**config.mk**
```make
export PLATFORM = sky130hd
export DESIGN_NAME = mac_tx_serializer
export DESIGN_NICKNAME = d
export VERILOG_FILES = /design/src/rtl/txser_pkg.sv /design/src/rtl/txser_mode_latch.sv /design/src/rtl/txser_slot_ctrl.sv /design/src/rtl/txser_shifter.sv /design/src/rtl/mac_tx_serializer.sv
export SDC_FILE = /design/constraint.sdc
export NUM_CORES = 1
export LEC_CHECK = 0
export BUFFER_PORTS_ARGS = -buffer_cell sky130_fd_sc_hd__buf_4
export CORE_MARGIN = 2
export CORE_UTILIZATION = 40
export DETAILED_ROUTE_END_ITERATION = 6
export HOLD_SLACK_MARGIN = 0.06
export PLACE_DENSITY_LB_ADDON = 0.1
export SLEW_MARGIN = 20
export SYNTH_ARGS = -nofsm -noshare
export SYNTH_HDL_FRONTEND = slang
export SYNTH_SLANG_ARGS = --single-unit
export TNS_END_PERCENT = 50
```
**constraint.sdc**
```tcl
create_clock -name clk_i -period 1.8 [get_ports clk_i]
set_clock_uncertainty 0.1 [all_clocks]
set_input_delay 0.18 -clock clk_i [delete_from_list [all_inputs] [get_ports clk_i]]
set_output_delay 0.18 -clock clk_i [all_outputs]
set_load 0.01 [all_outputs]
```
**src/rtl/txser_pkg.sv**
```systemverilog
package txser_pkg;
  typedef enum logic {
    MODE_NIBBLE = 1'b0,
    MODE_SERIAL = 1'b1
  } tx_mode_e;
endpackage

```
**src/rtl/txser_mode_latch.sv**
```systemverilog
module txser_mode_latch
  import txser_pkg::*;
#(
  parameter int CTRL_W   = 32,
  parameter int MODE_BIT = 27
) (
  input  logic              clk_i,
  input  logic              rst_ni,
  input  logic [CTRL_W-1:0] ctrl_i,
  input  logic              busy_i,
  output tx_mode_e          mode_o
);
  tx_mode_e mode_q;
  tx_mode_e mode_req;
  logic     unused_ctrl;

  assign mode_req    = tx_mode_e'(ctrl_i[MODE_BIT]);
  assign unused_ctrl = ^(ctrl_i & ~(CTRL_W'(1) << MODE_BIT));

  // track the request only between frames
  always_ff @(posedge clk_i or negedge rst_ni) begin
    if (!rst_ni)      mode_q <= MODE_NIBBLE;
    else if (!busy_i) mode_q <= mode_req;
  end

  assign mode_o = busy_i ? mode_q : mode_req;
endmodule

```
**src/rtl/txser_slot_ctrl.sv**
```systemverilog
module txser_slot_ctrl
  import txser_pkg::*;
#(
  parameter int BYTE_W = 8,
  parameter int NIB_W  = 4
) (
  input  logic     clk_i,
  input  logic     rst_ni,
  input  tx_mode_e mode_i,
  input  logic     valid_i,
  input  logic     last_i,
  output logic     ready_o,
  output logic     load_o,
  output logic     step_o,
  output logic     stop_o,
  output logic     busy_o
);
  localparam int NIB_SLOTS = BYTE_W / NIB_W;
  localparam int SER_SLOTS = BYTE_W;
  localparam int CNT_W     = (SER_SLOTS > 1) ? $clog2(SER_SLOTS) : 1;

  logic [CNT_W-1:0] cnt_q;
  logic [CNT_W-1:0] end_slot;
  logic             busy_q;
  logic             last_q;
  logic             at_end;

  assign end_slot = (mode_i == MODE_SERIAL) ? CNT_W'(SER_SLOTS - 1) : CNT_W'(NIB_SLOTS - 1);
  assign at_end   = busy_q && (cnt_q == end_slot);
  // look-ahead: the next byte is taken in the final slot of the current one
  assign ready_o  = !busy_q || (at_end && !last_q);
  assign load_o   = valid_i && ready_o;
  assign step_o   = busy_q && !at_end;
  assign stop_o   = at_end && !load_o;
  assign busy_o   = busy_q;

  always_ff @(posedge clk_i or negedge rst_ni) begin
    if (!rst_ni) begin
      busy_q <= 1'b0;
      last_q <= 1'b0;
      cnt_q  <= '0;
    end else if (load_o) begin
      busy_q <= 1'b1;
      last_q <= last_i;
      cnt_q  <= '0;
    end else if (step_o) begin
      cnt_q  <= cnt_q + CNT_W'(1);
    end else if (stop_o) begin
      busy_q <= 1'b0;
      last_q <= 1'b0;
      cnt_q  <= '0;
    end
  end
endmodule

```
**src/rtl/txser_shifter.sv**
```systemverilog
module txser_shifter
  import txser_pkg::*;
#(
  parameter int BYTE_W = 8,
  parameter int NIB_W  = 4
) (
  input  logic              clk_i,
  input  logic              rst_ni,
  input  tx_mode_e          mode_i,
  input  logic              load_i,
  input  logic              step_i,
  input  logic              stop_i,
  input  logic [BYTE_W-1:0] data_i,
  output logic [NIB_W-1:0]  txd_o
);
  logic [BYTE_W-1:0] sh_q;
  logic [BYTE_W-1:0] src;
  logic [BYTE_W-1:0] rest;
  logic [NIB_W-1:0]  slot;
  logic [NIB_W-1:0]  txd_q;

  always_comb begin
    src = load_i ? data_i : sh_q;
    if (mode_i == MODE_SERIAL) begin
      slot = {{(NIB_W-1){1'b0}}, src[0]};
      rest = src >> 1;
    end else begin
      slot = src[NIB_W-1:0];
      rest = src >> NIB_W;
    end
  end

  always_ff @(posedge clk_i or negedge rst_ni) begin
    if (!rst_ni) begin
      sh_q  <= '0;
      txd_q <= '0;
    end else if (load_i || step_i) begin
      sh_q  <= rest;
      txd_q <= slot;
    end else if (stop_i) begin
      sh_q  <= '0;
      txd_q <= '0;
    end
  end

  assign txd_o = txd_q;
endmodule

```
**src/rtl/mac_tx_serializer.sv**
```systemverilog
module mac_tx_serializer
  import txser_pkg::*;
#(
  parameter int CTRL_W   = 32,
  parameter int MODE_BIT = 27,
  parameter int BYTE_W   = 8,
  parameter int NIB_W    = 4
) (
  input  logic              clk_i,
  input  logic              rst_ni,
  input  logic [CTRL_W-1:0] mac_ctrl_i,
  input  logic [BYTE_W-1:0] tx_data_i,
  input  logic              tx_valid_i,
  input  logic              tx_last_i,
  output logic              tx_ready_o,
  output logic              phy_tx_en_o,
  output logic [NIB_W-1:0]  phy_txd_o
);
  tx_mode_e mode;
  logic     busy;
  logic     load;
  logic     step;
  logic     stop;

  txser_mode_latch #(.CTRL_W(CTRL_W), .MODE_BIT(MODE_BIT)) u_mode (
    .clk_i (clk_i),
    .rst_ni(rst_ni),
    .ctrl_i(mac_ctrl_i),
    .busy_i(busy),
    .mode_o(mode)
  );

  txser_slot_ctrl #(.BYTE_W(BYTE_W), .NIB_W(NIB_W)) u_ctrl (
    .clk_i  (clk_i),
    .rst_ni (rst_ni),
    .mode_i (mode),
    .valid_i(tx_valid_i),
    .last_i (tx_last_i),
    .ready_o(tx_ready_o),
    .load_o (load),
    .step_o (step),
    .stop_o (stop),
    .busy_o (busy)
  );

  txser_shifter #(.BYTE_W(BYTE_W), .NIB_W(NIB_W)) u_shift (
    .clk_i (clk_i),
    .rst_ni(rst_ni),
    .mode_i(mode),
    .load_i(load),
    .step_i(step),
    .stop_i(stop),
    .data_i(tx_data_i),
    .txd_o (phy_txd_o)
  );

  assign phy_tx_en_o = busy;
endmodule

```
==> qor.txt <==
Die Width: 53.7 um
# Max-Cap Violations: 0
Reg area: 425 sq um
Synth Register Bits: 17
Avg Synthesized Cell Area: 9.32 sq um
Synth Area in XOR/XNOR: 0
Die height: 53.7 um
Rows: 18
Synth Instances: 106
Final HPWL DP: 1.68 mm
Final wirelength: 2.42 mm
Flop pwr share: 0.359
Warnings, synthesis: 0
Core region area: 2410 sq um
Port bufs: 18
Fmax: 586 MHz
Area occupied by multi-input gates: 526 sq um
Gr usage total: 0.200
Clock-pin slew on the worst setup and hold paths: 0.10 ns
Avg WL per Cell: 14.2 um
Final RePlAce weighted congestion: 0.769
Total Die Area: 2880 sq um
Remaining DRCs: 0
Post-synth EDFFs: 0
Largest net degree at the start of global routing: 21
Mux share of post-synthesis cell area: 0.0620
Async SR Flop Fraction: 1.00
Crit. End Element: register
Routed Antenna Nets: 0
R2r worst-path depth: 4
CTS max path bufs: 2
Initial antenna violation count: 0
Peak supply drop: 0.817 mV
Grt total ovfl: 0
Clock power frac: 0.122
Ports: 50
Initial Util: 0.410
Min-delay worst type: in2reg
Predominant post-synthesis flop cell: dfrtp_1
Largest family of logic cells by synthesized area: simple AND/OR/NAND/NOR gates
Lkg Pwr: 0.000595 uW
Comb power frac: 0.520
Mapped Nets: 151
Routed vias: 951
Data required time of the critical path: 1.89 ns
Worst hold stages: 3
Crit path DAT: 1.80 ns
Share of layout cells above drive strength 1: 0.250
Drt pass-1 iters: 4
CTS tree: built
Reg2reg setup slack: 0.09 ns
Net switching power: 729 uW
Mapped Area: 988 sq um
Compound-Gate Fraction of Synth Area: 0.177
Hold violation total from the final report: 0
Slew HR: 0.676
CP Max Fanout: 10
Yosys top cell area share: 0.430
FF-to-FF Start: u_mode.mode_q
Post-CTS Setup Inserts: 0
Fillers: 217
RSZ-0062 raised after global routing: false
Final TNS setup: 0 ns
Power Internal: 1040 uW
Iteration-0 DRC Markers: 16
Final slew viol count: 0
Yosys cell types: 33
Worst Min Path Start: tx_last_i
Startpoint Class: register
Least-Margin Pin Slew: 0.485 ns
Power Total: 1770 uW
Cell taking the most area after synthesis: dfrtp_1
# diodes: 0
Worst Hold End: u_ctrl.last_q
Worst-Skew Late Latency: 0.30 ns
Area contributors post-synth: dfrtp_1 43%, nand3_1 5.6%, nand2_1 5.3%, mux2i_1 5.1%, o211ai_1 4.6%
Vias/cell: 5.59
Status: finished clean
Adder-cell share of the synthesized area: 0.0127
Sw Share: 0.412
Global-route wire length before repair: 4.13 mm
Nets@finish: 186
R2r endpoint: u_shift.sh_q[4]
Post-synthesis sequential area ratio: 0.430
PwrDens: 1350 nW/um^2
Vias in the first global route: 907
Sink Count: 17
Final Cycle Share: 0.949
Clock Tree Root: clkbuf_4
P&R area growth vs syn: 33.0%
# setup viols final: 0
Num CTS Buffers: 3
Crit path kind: reg2reg
CTS H-Tree Depth: 1
Post-Synth Simple-Gate Area: 0.275
Post-route minimum period: 1.71 ns
==> area by class of cell <==
| type | count | share of cell area |
|---|---|---|
| clock buffers | 4 | 0.0200 |
| flip-flops and latches | 17 | 0.324 |
| multi-input cells | 81 | 0.400 |
| repair buffers | 36 | 0.223 |
| well taps | 30 | 0.0285 |
| inverters | 2 | 0.00571 |
==> synthesized netlist by cell type, types with 2 or more instances <==
master	n
dfrtp_1	17
nand2_1	14
nand3_1	11
o211ai_1	6
mux2i_1	5
a21oi_1	4
a31oi_1	4
nand2b_1	4
clkbuf_1	3
nand4_1	3
nor2_1	3
a221o_1	2
and2_1	2
and3_1	2
inv_1	2
nor2b_1	2
nor3_1	2
nor3b_1	2
o21a_1	2
o21ai_0	2
o221ai_1	2
==> cells in the final DEF, fill, tap and decap left out, types with 3 or more instances in the layout <==
cell	netlist	routed
buf_4	1	27
dfrtp_1	17	17
nand2_1	14	14
nand3_1	11	11
dlygate4sd3_1	0	9
o211ai_1	6	6
mux2i_1	5	5
nand2b_1	4	4
a21oi_1	4	4
a31oi_1	4	4
nor2_1	3	3
nand4_1	3	3
clkbuf_4	0	3
==> worst max path at each step <==
stage / startpoint / to / slack [ns] / cells after the start
6_report: u_mode.mode_q / u_shift.sh_q[4] / 0.09 / 4
5_1_grt: u_mode.mode_q / u_shift.sh_q[2] / 0.01 / 5
4_1_cts: u_mode.mode_q / u_shift.sh_q[4] / 0.09 / 4
3_5_place_dp: u_mode.mode_q / u_shift.sh_q[4] / 0.11 / 4
3_3_place_gp: u_mode.mode_q / u_shift.sh_q[3] / 0.12 / 5
2_1_floorplan: u_mode.mode_q / u_shift.sh_q[4] / 0.07 / 5
==> stage by stage <==
step / hold slack (ns) / cells / area [sq um] / utilization / setup slack (ns)
detailed placement: -0.0399 / 157 / 1190 / 0.495 / 0.107
floorplan: -0.216 / 106 / 988 / - / 0.0651
CTS: 0.0644 / 170 / 1310 / 0.544 / 0.0901
global route: 0.0723 / 170 / 1320 / 0.546 / 0.0105
global placement: -0.0427 / 157 / 1190 / 0.495 / 0.118
finish: 0.0727 / 170 / 1320 / 0.546 / 0.0922
==> repair_timing <==
item,in CTS,in global routing
endpoints found under the setup margin,0,1
gates resized for setup,0,2
hold buffers,9,0
endpoints found under the hold margin,28,0
==> state kept, by name (all words and copies together) (netlist names) <==
signal,cells
u_ctrl.busy_o,1
u_mode.mode_q,1
u_shift.txd_o,4
u_ctrl.cnt_q,3
u_ctrl.last_q,1
u_shift.sh_q,7
==> power by group through the flow <==
stage / Sequential, uW / Clock, uW / Combinational, uW
floorplan: 633 / 0 / 573
global placement: 640 / 0 / 883
detailed placement: 641 / 0 / 891
CTS: 632 / 219 / 910
global route: 654 / 240 / 1020
finish: 635 / 216 / 920
==> cell families (layout without fill, tap and decap cells) <==
group | after synthesis | after routing
compound gates | 25 | 25
simple gates | 49 | 49
mux | 6 | 6
fa+ha+maj | 1 | 1
buf+inv | 8 | 42
flops | 17 | 17
==> critical path, stage by stage (launching register included) <==
cell and delay (ns):
dfrtp_1 0.39, or4b_4 0.58, nand3_4 0.17, nor2_2 0.06
a221o_1 0.30
==> per-layer routing <==
| metal | part of all wire | vias to the layer above | track usage |
|---|---|---|---|
| met5 | 0 | - | 0 |
| met4 | 0.020 | 0 | 0.107 |
| met3 | 0.041 | 5 | 0.0333 |
| met2 | 0.45 | 25 | 0.299 |
| met1 | 0.49 | 456 | 0.276 |
| li1 | - | 465 | - |
(Power assumes the default switching activity.)
